**src/rtl/can_fc_pkg.sv**
```systemverilog
package can_fc_pkg;
    typedef enum logic [1:0] {
        FC_ACTIVE  = 2'd0,
        FC_PASSIVE = 2'd1,
        FC_BUSOFF  = 2'd2
    } fc_state_e;

    typedef struct packed {
        fc_state_e state;
        logic      cfg_b;
    } fc_ctrl_t;
endpackage

```
**src/rtl/can_fc_tec.sv**
```systemverilog
module can_fc_tec #(
    parameter int W    = 9,
    parameter int STEP = 8
) (
    input  logic         clk,
    input  logic         rst_n,
    input  logic         inc,
    input  logic         dec,
    input  logic         clr,
    input  logic         freeze,
    output logic [W-1:0] tec_next,
    output logic [W-1:0] tec
);
    localparam logic [W:0] MAXV = {1'b0, {W{1'b1}}};

    typedef struct packed {
        logic [W-1:0] val;
    } tec_t;

    tec_t       st_d, st_q;
    logic [W:0] sum;

    always_comb begin
        st_d = st_q;
        sum  = {1'b0, st_q.val} + (W+1)'(STEP);
        if (clr) begin
            st_d.val = '0;
        end else if (!freeze) begin
            if (inc) begin
                st_d.val = (sum > MAXV) ? MAXV[W-1:0] : sum[W-1:0];
            end else if (dec && st_q.val != '0) begin
                st_d.val = st_q.val - 1'b1;
            end
        end
    end

    always_ff @(posedge clk) begin
        if (!rst_n) st_q <= '0;
        else        st_q <= st_d;
    end

    assign tec_next = st_d.val;
    assign tec      = st_q.val;

    // never wraps below zero
    p_no_underflow_r2: assert property (@(posedge clk) disable iff (!rst_n)
        (dec && !inc && !clr && !freeze && st_q.val == '0) |=> st_q.val == '0);

    // an error step adds STEP when room remains
    p_err_step_r2: assert property (@(posedge clk) disable iff (!rst_n)
        (inc && !clr && !freeze && {1'b0, st_q.val} <= MAXV - (W+1)'(STEP))
        |=> st_q.val == $past(st_q.val) + W'(STEP));
endmodule

```
**src/rtl/can_fc_recovery.sv**
```systemverilog
module can_fc_recovery #(
    parameter int RUN_LEN = 11,
    parameter int RUNS_A  = 128,
    parameter int RUNS_B  = 64
) (
    input  logic clk,
    input  logic rst_n,
    input  logic enable,
    input  logic cfg_b,
    input  logic bit_tick,
    input  logic bus_bit,
    output logic done
);
    localparam int RUN_MAX = (RUNS_A > RUNS_B) ? RUNS_A : RUNS_B;
    localparam int BIT_W   = $clog2(RUN_LEN);
    localparam int RUN_W   = $clog2(RUN_MAX + 1);
    localparam logic [BIT_W-1:0] BIT_LAST = BIT_W'(RUN_LEN - 1);

    typedef struct packed {
        logic [BIT_W-1:0] bits;
        logic [RUN_W-1:0] runs;
    } rec_t;

    rec_t             st_d, st_q;
    logic [RUN_W-1:0] run_last;
    logic             run_end;

    always_comb begin
        run_last = cfg_b ? RUN_W'(RUNS_B - 1) : RUN_W'(RUNS_A - 1);
        run_end  = enable && bit_tick && bus_bit && (st_q.bits == BIT_LAST);
        done     = run_end && (st_q.runs == run_last);
        st_d     = st_q;
        if (!enable) begin
            st_d = '0;
        end else if (bit_tick) begin
            if (!bus_bit) begin
                st_d.bits = '0;
            end else if (run_end) begin
                st_d.bits = '0;
                st_d.runs = done ? '0 : st_q.runs + 1'b1;
            end else begin
                st_d.bits = st_q.bits + 1'b1;
            end
        end
    end

    always_ff @(posedge clk) begin
        if (!rst_n) st_q <= '0;
        else        st_q <= st_d;
    end

    // the bit position never exceeds one run
    p_run_bound_r6: assert property (@(posedge clk) disable iff (!rst_n)
        st_q.bits <= BIT_LAST);

    // a dominant sample restarts the current run
    p_dominant_restart_r6: assert property (@(posedge clk) disable iff (!rst_n)
        (enable && bit_tick && !bus_bit) |=> st_q.bits == '0);
endmodule

```
**src/rtl/can_fc_timer.sv**
```systemverilog
module can_fc_timer #(
    parameter int W    = 16,
    parameter int INIT = 1
) (
    input  logic         clk,
    input  logic         rst_n,
    input  logic         start,
    input  logic         stop,
    input  logic         abort,
    output logic [W-1:0] result
);
    typedef struct packed {
        logic         busy;
        logic [W-1:0] cnt;
        logic [W-1:0] res;
    } tmr_t;

    tmr_t st_d, st_q;

    always_comb begin
        st_d = st_q;
        if (st_q.busy) begin
            if (st_q.cnt != '1) st_d.cnt = st_q.cnt + 1'b1;
            if (stop) begin
                st_d.res  = st_d.cnt;
                st_d.busy = 1'b0;
            end else if (abort) begin
                st_d.busy = 1'b0;
            end
        end else if (start) begin
            st_d.busy = 1'b1;
            st_d.cnt  = W'(INIT);
        end
    end

    always_ff @(posedge clk) begin
        if (!rst_n) st_q <= '0;
        else        st_q <= st_d;
    end

    assign result = st_q.res;

    // a reported value holds until a measurement completes
    p_result_hold_r10: assert property (@(posedge clk) disable iff (!rst_n)
        !stop |=> $stable(st_q.res));
endmodule

```
**src/rtl/can_fault_confine.sv**
```systemverilog
module can_fault_confine #(
    parameter int TEC_W    = 9,
    parameter int ERR_STEP = 8,
    parameter int PAS_A    = 127,
    parameter int BO_A     = 255,
    parameter int PAS_B    = 63,
    parameter int BO_B     = 127,
    parameter int RUN_LEN  = 11,
    parameter int RUNS_A   = 128,
    parameter int RUNS_B   = 64,
    parameter int TIME_W   = 16
) (
    input  logic              clk,
    input  logic              rst_n,
    input  logic              cfg_sel,
    input  logic              tx_err,
    input  logic              tx_ok,
    input  logic              bit_tick,
    input  logic              bus_bit,
    input  logic              rx_in,
    output logic [1:0]        err_state,
    output logic [TEC_W-1:0]  tec,
    output logic              isolated,
    output logic              rx_to_unit,
    output logic [TIME_W-1:0] detect_cycles,
    output logic [TIME_W-1:0] response_cycles
);
    import can_fc_pkg::*;

    fc_ctrl_t         ctrl_d, ctrl_q;
    logic [TEC_W-1:0] tec_q, tec_next;
    logic [TEC_W-1:0] pas_th, bo_th;
    logic             in_busoff, inc, dec, rec_done, entering;

    always_comb begin
        pas_th = ctrl_q.cfg_b ? TEC_W'(PAS_B) : TEC_W'(PAS_A);
        bo_th  = ctrl_q.cfg_b ? TEC_W'(BO_B)  : TEC_W'(BO_A);
    end

    assign in_busoff = (ctrl_q.state == FC_BUSOFF);
    assign inc       = tx_err && !in_busoff;
    assign dec       = tx_ok && !tx_err && !in_busoff;

    can_fc_tec #(.W(TEC_W), .STEP(ERR_STEP)) u_tec (
        .clk(clk), .rst_n(rst_n), .inc(inc), .dec(dec), .clr(rec_done),
        .freeze(in_busoff), .tec_next(tec_next), .tec(tec_q)
    );

    can_fc_recovery #(.RUN_LEN(RUN_LEN), .RUNS_A(RUNS_A), .RUNS_B(RUNS_B)) u_rec (
        .clk(clk), .rst_n(rst_n), .enable(in_busoff), .cfg_b(ctrl_q.cfg_b),
        .bit_tick(bit_tick), .bus_bit(bus_bit), .done(rec_done)
    );

    always_comb begin
        ctrl_d = ctrl_q;
        if (ctrl_q.state == FC_ACTIVE && tec_q == '0) ctrl_d.cfg_b = cfg_sel;
        if (in_busoff) begin
            if (rec_done) ctrl_d.state = FC_ACTIVE;
        end else if (tec_next > bo_th) begin
            ctrl_d.state = FC_BUSOFF;
        end else if (tec_next > pas_th) begin
            ctrl_d.state = FC_PASSIVE;
        end else begin
            ctrl_d.state = FC_ACTIVE;
        end
        entering = !in_busoff && (ctrl_d.state == FC_BUSOFF);
    end

    always_ff @(posedge clk) begin
        if (!rst_n) ctrl_q <= '{state: FC_ACTIVE, cfg_b: 1'b0};
        else        ctrl_q <= ctrl_d;
    end

    can_fc_timer #(.W(TIME_W), .INIT(1)) u_detect (
        .clk(clk), .rst_n(rst_n), .start(inc), .stop(entering),
        .abort(tec_next == '0), .result(detect_cycles)
    );

    can_fc_timer #(.W(TIME_W), .INIT(0)) u_response (
        .clk(clk), .rst_n(rst_n), .start(entering), .stop(rec_done),
        .abort(1'b0), .result(response_cycles)
    );

    assign err_state  = ctrl_q.state;
    assign tec        = tec_q;
    assign isolated   = in_busoff;
    assign rx_to_unit = in_busoff | rx_in;

    // isolation only follows a count past the bus-off limit
    p_busoff_entry_r4: assert property (@(posedge clk) disable iff (!rst_n)
        $rose(isolated) |-> tec > bo_th);

    // leaving bus-off lands in error-active with a clear count
    p_exit_clear_r7: assert property (@(posedge clk) disable iff (!rst_n)
        $fell(isolated) |-> (tec == '0 && err_state == 2'd0));

    // the count is frozen while isolated, apart from the exit clear
    p_busoff_hold_r5: assert property (@(posedge clk) disable iff (!rst_n)
        isolated |=> (tec == $past(tec) || tec == '0));

    // the limit set cannot change while the count is non-zero
    p_cfg_lock_r9: assert property (@(posedge clk) disable iff (!rst_n)
        (tec_q != '0) |=> $stable(ctrl_q.cfg_b));

    // the passive code only appears inside the passive band
    p_passive_band_r3: assert property (@(posedge clk) disable iff (!rst_n)
        (err_state == 2'd1) |-> (tec > pas_th && tec <= bo_th));
endmodule

```
**config.mk**
```make
export PLATFORM = sky130hd
export DESIGN_NAME = can_fault_confine
export DESIGN_NICKNAME = d
export VERILOG_FILES = /design/src/rtl/can_fc_pkg.sv /design/src/rtl/can_fc_tec.sv /design/src/rtl/can_fc_recovery.sv /design/src/rtl/can_fc_timer.sv /design/src/rtl/can_fault_confine.sv
export SDC_FILE = /design/constraint.sdc
export NUM_CORES = 1
export LEC_CHECK = 0
export BUFFER_PORTS_ARGS = -buffer_cell sky130_fd_sc_hd__buf_2
export CAP_MARGIN = 20
export CORE_MARGIN = 2
export CORE_UTILIZATION = 46
export DETAILED_ROUTE_END_ITERATION = 8
export GPL_TIMING_DRIVEN = 1
export SLEW_MARGIN = 0
export SYNTH_ARGS = -nofsm -noshare
export SYNTH_HDL_FRONTEND = slang
export SYNTH_SLANG_ARGS = --single-unit
```
**constraint.sdc**
```tcl
create_clock -name clk -period 7.3 [get_ports clk]
set_clock_uncertainty 0.15 [all_clocks]
set_input_delay 0.365 -clock clk [delete_from_list [all_inputs] [get_ports clk]]
set_output_delay 0.365 -clock clk [all_outputs]
set_load 0.01 [all_outputs]
```
==> impl_metrics.ini, run 1 <==
[worst_setup_path]
rr_worst_depth = 14
endpoint = u_response.st_q[16]$_SDFFE_PN0P_
path_max_fanout = 22
end_kind = flop
cp.required_ns = 7.46
critPathKind = reg2reg
reg2reg_slack_ns = 2.60
worstReg2RegEnd = u_response.st_q[16]$_SDFFE_PN0P_
critPathLaunch = err_state[0]$_SDFF_PN0_
start_kind = flop
cp.arrival_ns = 4.86
r2r_start = err_state[0]$_SDFF_PN0_

[clocking]
clock_sinks = 90
clock_insertion_delay_worst_skew_ns = 0.38
ctsResizeCount = 0
cts_root_buffer = clkbuf_8
clockBufferDepth = 2
cts_hold_buf = 0
cts_setup_buffers = 0
clk_pin_slew_ns = 0.09
h-tree-depth = 3
cts_made_buffers = 9
cts_tree = built

[logic_synthesis]
synth_area_um2 = 5110
synth_nets = 654
yosysSeqAreaShare_pct = 35.3
synth_simple_gate_area_share_pct = 26.3
ys_warn_count = 0
synth_top_area_share_pct = 35.3
synth_top_cells_by_area = dfxtp_1, a21oi_1, buf_4
netlist-cell-type-count = 66
ys_seq_elements = 90
synth_top_family_by_area = simple AND/OR/NAND/NOR gates
synth_fa_ha_area_share_pct = 2.20
synth_top_area_cell = dfxtp_1
syn_inst = 637
synth_compound_area_share_pct = 21.1
synth_flop_cell = dfxtp_1
synth_xor_area_share_pct = 4.97
synth_edf_count = 0
muxShareOfSynthArea_pct = 1.22
syn_avg_cell_area_um2 = 8.02
synth_async_sr_flop_share_pct = 0

[timing]
grt_setup_unrepaired = false
slew_violations = 0
max_freq_mhz = 213
setup_viol = 0
maxSlewHeadroom_pct = 34.5
hold_viol_final = 0
worst_pin_slew_ns = 0.980
fin_crit_sh_pct = 64.4
min_period_ns = 4.70
setup_tns_ns = 0

[floorplan]
pin_count = 53
start_util_pct = 47.1
rows = 38
die-area_um2 = 12000
core_um2 = 10800
fp.dieH_um = 109
die_w_um = 109

[place]
dp_hpwl_um = 8070
portBuffers = 52
globalplace.congestion = 0.887

[outcome]
status = complete, no violations

[drt]
routed_wl_um = 11500
firstDrtPassIters = 5
viasPerCell = 5.71
antenna_left = 0
drt_iter0_drc = 191
drc_errors = 0
wl_per_cell_um = 14.8
vias = 4447

[grt]
grt_max_degree = 39
grt_use_met2_pct = 30.6
antenna_found_initial = 0
grt_usage_pct = 20.4
overflow = 0
grt_pass1_wl_um = 19300
busiest_layer = met2
grtUsageMet1_pct = 27.8
grt_pass1_vias = 4009
gr-usage-met3_pct = 4.21

[cells_and_area]
fin_util_pct = 49.4
nNetsFinal = 651
final_common_cell = dfxtp_1
num_antenna_cells = 0
layout_common_cells = dfxtp_1, nor2_1, nand2_1, a21oi_1, buf_2
drive_gt1_share_pct = 13.9
area_delta_synth_final_pct = 4.73

[min_path]
hold_class = in2reg

[pwr]
p_per_area_nw_per_um2 = 195
ir_drop_v = 0.000101
p_leak_nw = 1.98

[job]
cap_violations = 0
-- synthesized netlist by cell type (all sizes together) (12+ instances only) --
cell / n
dfxtp: 90
nor2: 66
nand2: 59
a21oi: 54
buf: 42
nor3: 32
nand3: 31
o21ai: 27
clkbuf: 25
xnor2: 17
and3: 15
a211oi: 14
inv: 14
nand4: 14
xor2: 12
-- per-stage QoR --
step | std cells | hold WS (ns) | worst slack (ns) | total power [mW] | area, um^2
5_1_grt | 779 | 0.0961 | 2.27 | 1.10 | 5350
3_3_place_gp | 763 | 0.292 | 2.83 | 0.695 | 5150
4_1_cts | 779 | 0.0963 | 2.68 | 1.05 | 5350
6_report | 779 | 0.103 | 2.60 | 1.04 | 5350
2_1_floorplan | 637 | 0.282 | 3.31 | 0.660 | 5110
3_5_place_dp | 763 | 0.290 | 2.72 | 0.696 | 5150
-- routing by layer --
layer  vias to the layer above  part of all wire [%]
li1                       2261                     -
met1                      2059                    48
met2                       102                    44
met3                        25                   4.8
met4                         0                   3.1
met5                         -                     0
-- how the worst min path moves through the flow --
| stage | startpoint | endpoint | slack, ns | cells past startpoint |
|---|---|---|---|---|
| final | cfg_sel | ctrl_q[0]$_SDFFE_PN0P_ | 0.10 | 3 |
| after global routing | cfg_sel | ctrl_q[0]$_SDFFE_PN0P_ | 0.1 | 3 |
| after CTS | cfg_sel | ctrl_q[0]$_SDFFE_PN0P_ | 0.1 | 3 |
| after detailed placement | u_response.result[0]$_SDFFE_PN0P_ | u_response.result[0]$_SDFFE_PN0P_ | 0.29 | 2 |
| after global placement | u_response.result[0]$_SDFFE_PN0P_ | u_response.result[0]$_SDFFE_PN0P_ | 0.29 | 2 |
| after floorplan | u_response.result[0]$_SDFFE_PN0P_ | u_response.result[0]$_SDFFE_PN0P_ | 0.28 | 2 |
-- cell families (layout without fill, tap and decap cells) --
family                   count (synthesis)  after routing
buffers and inverters                   81             83
AO/OA/AOI/OAI                          152            152
multiplexers                             6              6
AND/OR/NAND/NOR                        270            270
flip-flops                              90             90
XOR/XNOR                                29             29
adder cells (fa/ha/maj)                  9              9
-- area by class of cell --
cell class	instances	area (um^2)
sequential	90	1800
clock buffer	10	138
timing repair buffer	53	268
multi-input combinational	466	2850
inverter	14	52.6
fill	1073	5490
tap	140	175
clock inverter	6	65.1
-- worst max-delay path: stages (launching register included) --
cell	delay, ns
dfxtp_1	0.35
nand2b_1	0.70
inv_2	0.27
a211oi_2	0.60
nand3_1	0.18
xnor2_1	0.16
o221a_2	0.30
ha_1	0.29
o31ai_1	0.06
a21oi_1	0.12
and3_1	0.17
nand4_1	0.22
o31a_1	0.36
or2_1	0.46
a31oi_4	0.25
-- report_power, final --
| part | leakage (nW) | total [mW] | internal (mW) | switching [mW] |
|---|---|---|---|---|
| registers | 0.727 | 0.532 | 0.505 | 0.0278 |
| clock network | 0.103 | 0.357 | 0.168 | 0.188 |
| logic | 1.15 | 0.154 | 0.0619 | 0.0923 |
| total | 1.98 | 1.04 | 0.735 | 0.309 |
-- state kept, by name (all words and copies together) (netlist names) --
| register | count |
|---|---|
| u_tec.tec | 9 |
| u_response.st_q | 17 |
| u_detect.st_q | 17 |
| u_detect.result | 16 |
| ctrl_q | 1 |
| u_rec.st_q | 12 |
| err_state | 2 |
| u_response.result | 16 |
(Power assumes the default switching activity.)
==> run 2: changes to the inputs <==
==> constraint.sdc (replaced) <==
create_clock -name clk -period 4.9 [get_ports clk]
set_clock_uncertainty 0.15 [all_clocks]
set_input_delay 0.245 -clock clk [delete_from_list [all_inputs] [get_ports clk]]
set_output_delay 0.245 -clock clk [all_outputs]
set_load 0.01 [all_outputs]
==> impl_metrics.ini, run 2 (synthesized netlist as in run 1, its figures left out) <==
[drt]
routed_wl_um = 11800
drc_errors = 0
firstDrtPassIters = 5
drt_iter0_drc = 187
vias = 4461
viasPerCell = 5.69
wl_per_cell_um = 15.1
antenna_left = 0

[min_path]
hold_class = in2reg
min_from = bit_tick
hold_depth = 4
min_to = u_rec.st_q[9]$_SDFFE_PN0P_

[timing]
fin_crit_sh_pct = 81.9
setup_viol = 0
hold_viol_final = 0
setup_tns_ns = 0
min_period_ns = 4.02
holdWs_ns = 0.0816
maxSlewHeadroom_pct = 34.8
grt_setup_unrepaired = false
worst_pin_slew_ns = 0.974
max_freq_mhz = 249
slew_violations = 0

[job]
cap_violations = 0

[floorplan]
pin_count = 53
die-area_um2 = 12000
fp.dieH_um = 109
die_w_um = 109
core_um2 = 10800
rows = 38
start_util_pct = 47.1

[clocking]
ctsResizeCount = 0
cts_made_buffers = 9
h-tree-depth = 3
clk_pin_slew_ns = 0.09
clock_insertion_delay_worst_skew_ns = 0.37
clockBufferDepth = 2
cts_setup_buffers = 0
cts_tree = built
clock_sinks = 90
cts_root_buffer = clkbuf_8

[worst_setup_path]
path_max_fanout = 11
cp.required_ns = 5.05
reg2reg_slack_ns = 0.88
start_kind = flop
rr_worst_depth = 15
critPathKind = reg2reg
end_kind = flop
r2r_start = u_tec.tec[0]$_SDFF_PN0_
cp.arrival_ns = 4.17
worstReg2RegEnd = u_response.st_q[28]$_SDFFE_PN0P_

[outcome]
status = complete, no violations

[pwr]
power.internal_mw = 1.15
pwr-share-seq_pct = 50.2
p_per_area_nw_per_um2 = 293
power.switching_mw = 0.432
clockPowerShare_pct = 35.4
pwr-share-comb_pct = 14.5
ir_drop_v = 0.000169
p_leak_nw = 2.01
swShare_pct = 27.3

[cells_and_area]
num_antenna_cells = 0
finalInstanceArea_um2 = 5400
nNetsFinal = 656
final_common_cell = dfxtp_1
layout_common_cells = dfxtp_1, nor2_1, nand2_1, a21oi_1, buf_2
largest_registers = u_detect.st_q: 17 flops, u_response.st_q: 17 flops
drive_gt1_share_pct = 13.8
area_delta_synth_final_pct = 5.71

[place]
dp_hpwl_um = 8200
placed_area_um2 = 5180
globalplace.congestion = 0.864
portBuffers = 52

[grt]
grt_usage_pct = 20.4
overflow = 0
grt_pass1_wl_um = 19400
grt_pass1_vias = 4043
antenna_found_initial = 0
grt_max_degree = 39
run 2: cell count changes in the layout (fill, tap and decap cells not counted):
cell,before,now
clkinvlp_4,1,0
inv_6,1,0
clkinv_2,2,0
dlygate4sd3_1,0,1
clkbuf_1,0,4
clkinv_4,1,0
buf_4,1,5
bufinv_16,1,2
run 2: power groups by stage:
| stage | sequential (mW) | clock, mW | combinational (mW) |
|---|---|---|---|
| floorplan | 0.794 | 0 | 0.190 |
| global placement | 0.808 | 0 | 0.225 |
| detailed placement | 0.809 | 0 | 0.226 |
| CTS | 0.792 | 0.575 | 0.228 |
| global route | 0.798 | 0.609 | 0.255 |
| finish | 0.793 | 0.559 | 0.229 |
run 2: metal layers:
| layer | global-route usage [%] | part of all wire (%) | up-vias |
|---|---|---|---|
| li1 | - | - | 2262 |
| met1 | 27.2 | 48 | 2091 |
| met2 | 33.3 | 46 | 90 |
| met3 | 2.96 | 3.9 | 18 |
| met4 | 7.50 | 1.8 | 0 |
| met5 | 0 | 0 | - |
run 2: how the worst max path moves through the flow:
stage                             from                               end  slack, ns  cells past startpoint
2_1_floorplan  u_tec.tec[0]$_SDFF_PN0_  u_response.st_q[27]$_SDFFE_PN0P_       0.91                     18
3_5_place_dp   u_tec.tec[0]$_SDFF_PN0_  u_response.st_q[28]$_SDFFE_PN0P_       0.92                     15
6_report       u_tec.tec[0]$_SDFF_PN0_  u_response.st_q[28]$_SDFFE_PN0P_       0.88                     15
5_1_grt        u_tec.tec[0]$_SDFF_PN0_  u_response.st_q[28]$_SDFFE_PN0P_       0.53                     15
3_3_place_gp   u_tec.tec[0]$_SDFF_PN0_  u_response.st_q[28]$_SDFFE_PN0P_        1.0                     15
4_1_cts        u_tec.tec[0]$_SDFF_PN0_  u_response.st_q[28]$_SDFFE_PN0P_       0.88                     15
run 2: worst max-delay path, cell delays in order (launching register included):
cell and delay, ns:
dfxtp_1 0.54, inv_1 0.08, ha_1 0.30, nor4b_1 0.20, a211oi_2 0.24, nand3_1 0.12, xnor2_1 0.15, o221a_2 0.29
ha_1 0.29, o31ai_1 0.06, a21oi_1 0.11, and3_1 0.16, nand4_1 0.19, o31a_1 0.34, nor2_1 0.49, a22o_1 0.24
run 2: repair_timing:
action | 4_1_cts | 5_1_grt
hold endpoints to repair | 1 | 0
endpoints found under the setup margin | 0 | 0
hold buffers | 1 | 0
run 2: layout make-up:
cell class | count | area, um^2
sequential | 90 | 1800
clock buffer | 14 | 153
tap | 140 | 175
inverter | 14 | 52.6
fill | 1119 | 5440
clock inverter | 2 | 60.1
timing repair buffer | 58 | 308
multi-input combinational | 466 | 2850
run 2: stage by stage:
step	std cells	utilization [%]	setup slack [ns]	power (mW)
5_1_grt	784	49.8	0.535	1.66
6_report	784	49.8	0.885	1.58
3_5_place_dp	767	47.8	0.917	1.04
3_3_place_gp	767	47.8	0.998	1.03
4_1_cts	784	49.8	0.885	1.60
2_1_floorplan	637	-	0.906	0.984
==> run 3: changes to the inputs <==
--- a/config.mk
+++ b/config.mk
@@ -5,6 +5,7 @@
 export SDC_FILE = /design/constraint.sdc
 export NUM_CORES = 1
 export LEC_CHECK = 0
+export ABC_AREA = 1
 export BUFFER_PORTS_ARGS = -buffer_cell sky130_fd_sc_hd__buf_2
 export CAP_MARGIN = 20
 export CORE_MARGIN = 2
==> constraint.sdc (replaced) <==
create_clock -name clk -period 4.1 [get_ports clk]
set_clock_uncertainty 0.15 [all_clocks]
set_input_delay 0.205 -clock clk [delete_from_list [all_inputs] [get_ports clk]]
set_output_delay 0.205 -clock clk [all_outputs]
set_load 0.01 [all_outputs]
==> impl_metrics.ini, run 3 <==
[outcome]
status = complete, no violations

[clocking]
clock_sinks = 90
cts_root_buffer = clkbuf_8
cts_made_buffers = 9
clk_pin_slew_ns = 0.09
h-tree-depth = 3
cts_setup_buffers = 0
clockBufferDepth = 2
clock_insertion_delay_worst_skew_ns = 0.36
cts_tree = built

[worst_setup_path]
reg2reg_slack_ns = 0.79
start_kind = flop
end_kind = flop
cp.arrival_ns = 3.42
cp_slowest_cell = nand4_4
critPathKind = reg2reg
critPathLaunch = u_tec.tec[0]$_SDFF_PN0_
worstReg2RegEnd = u_detect.result[4]$_SDFFE_PN0P_
cp.required_ns = 4.21
rr_worst_depth = 19
path_max_fanout = 28
endpoint = u_detect.result[4]$_SDFFE_PN0P_
crit_chain = inv_1, ha_1, nand2_1, nor2_2, nand3_4, nand2_4, nor2_1, nand4_1, nand2_1, nand3_1, nand3_1, inv_1, ha_1, nand4_1, nor2_2, nand3_4, nand4_4, o21bai_1, nor2_1
r2r_start = u_tec.tec[0]$_SDFF_PN0_
crit_path_max_incr_delay_ns = 0.34

[cells_and_area]
fin_util_pct = 50.1
fill_cells = 1120
largest_registers = u_detect.st_q: 17 flops, u_response.st_q: 17 flops
final_common_cell = nand2_1
nNetsFinal = 756
area_delta_synth_final_pct = 6.43
num_antenna_cells = 0
layout_common_cells = nand2_1, nor2_1, dfxtp_1, inv_1, a21oi_1
drive_gt1_share_pct = 15.3

[pwr]
ir_drop_v = 0.000218
p_total_mw = 2.58
p_per_area_nw_per_um2 = 475
p_leak_nw = 2.41

[grt]
grtUsageMet1_pct = 24.5
grt_max_degree = 61
antenna_found_initial = 0
busiest_layer = met2
grt_use_met2_pct = 33.2
gr-usage-met3_pct = 4.98
overflow = 0
grt_usage_pct = 19.5
grt_pass1_vias = 4119
grt_pass1_wl_um = 18600

[min_path]
hold_class = in2reg

[logic_synthesis]
synth_async_sr_flop_share_pct = 0
syn_avg_cell_area_um2 = 7.04
synth_edf_count = 0
synth_area_um2 = 5100
synth_top_area_cell = dfxtp_1
ys_warn_count = 0
yosysSeqAreaShare_pct = 35.3
syn_inst = 725
netlist-cell-type-count = 49
synth_top_cells_by_area = dfxtp_1, nand2_1, nor2_1
synthTopCellsByCount = nand2_1, dfxtp_1, nor2_1
synth_top_area_share_pct = 35.3
synth_flop_cell = dfxtp_1
ys_seq_elements = 90
yosysMostFrequentCell = nand2_1
synth_nets = 742

[drt]
drt_iter0_drc = 185
viasPerCell = 4.98
routed_wl_um = 11100
antenna_left = 0
vias = 4402
wl_per_cell_um = 12.5
firstDrtPassIters = 5
drc_errors = 0

[timing]
max_freq_mhz = 302
worst_slack_ns = 0.792
grt_setup_unrepaired = false
slew_violations = 0
setup_tns_ns = 0
hold_viol_final = 0
setup_viol = 0
min_period_ns = 3.31
fin_crit_sh_pct = 80.7
holdWs_ns = 0.121
worst_pin_slew_ns = 0.746
maxSlewHeadroom_pct = 50.2

[floorplan]
pin_count = 53
start_util_pct = 47.1
core_um2 = 10800
die_w_um = 109
fp.dieH_um = 109
die-area_um2 = 11900
rows = 38

[job]
cap_violations = 0

[place]
dp_hpwl_um = 7860
portBuffers = 52
globalplace.congestion = 0.882
dp_slack_ns = 0.820
-- run 3: worst max-delay path, delay by kind of cell (launching register included) --
family / cells / cell delay, ns
adders and majority gates: 2 / 0.50
DFF: 1 / 0.33
buffers and inverters: 2 / 0.25
AOI/OAI and AO/OA: 1 / 0.29
and+or+nand+nor: 14 / 1.67
-- run 3: logic make-up (layout without fill, tap and decap cells) --
logic type / count (synthesis) / count (layout) / synth area share (%)
compound gates: 99 / 99 / 10.7
buf+inv: 142 / 161 / 14.1
xor+xnor: 23 / 23 / 3.95
flops: 90 / 90 / 35.3
mux: 1 / 1 / 0.221
simple gates: 361 / 361 / 33.5
fa+ha+maj: 9 / 9 / 2.21
-- run 3: timing repair --
| action | in CTS | in global routing |
|---|---|---|
| hold buffers | 2 | 0 |
| gates resized for setup | 0 | 0 |
| setup endpoints to repair | 0 | 0 |
| hold endpoints to repair | 3 | 0 |
-- run 3: through the flow --
step	cell area (um^2)	instances
floorplan	5100	725
global placement	5170	866
detailed placement	5170	866
CTS	5430	884
global route	5430	884
finish	5430	884
-- run 3: how the worst min path moves through the flow --
| stage | to | from | slack [ns] | depth (start not counted) |
|---|---|---|---|---|
| 6_report | u_response.st_q[32]$_SDFF_PN0_ | rst_n | 0.12 | 3 |
| 4_1_cts | u_response.st_q[32]$_SDFF_PN0_ | rst_n | 0.11 | 3 |
| 2_1_floorplan | ctrl_q[0]$_SDFFE_PN0P_ | cfg_sel | 0.24 | 2 |
| 3_5_place_dp | u_detect.result[11]$_SDFFE_PN0P_ | u_detect.result[11]$_SDFFE_PN0P_ | 0.32 | 2 |
| 5_1_grt | u_response.st_q[32]$_SDFF_PN0_ | rst_n | 0.13 | 3 |
| 3_3_place_gp | u_detect.result[10]$_SDFFE_PN0P_ | u_detect.result[10]$_SDFFE_PN0P_ | 0.31 | 2 |
-- run 3: metal layers --
layer / vias to the layer above / share of wire, % / routed length, um
met2: 64 / 47 / 5200
met5: - / 0 / 0
li1: 2322 / - / -
met4: 0 / 1.0 / 115
met1: 2007 / 48 / 5290
met3: 9 / 4.2 / 467
-- run 3: final cells by class --
type / instances / area (um^2) / share of cell area, %
Timing Repair Buffer: 56 / 295 / 5.44
Clock buffer: 11 / 131 / 2.42
Clock inverter: 5 / 103 / 1.89
Inverter: 89 / 340 / 6.27
Multi-Input combinational cell: 493 / 2580 / 47.6
Tap cell: 140 / 175 / 3.23
Sequential cell: 90 / 1800 / 33.2
-- run 3: where the power goes --
group          internal, mW  switching, mW
clock network         0.404          0.308
logic                 0.260          0.548
registers             0.948          0.110
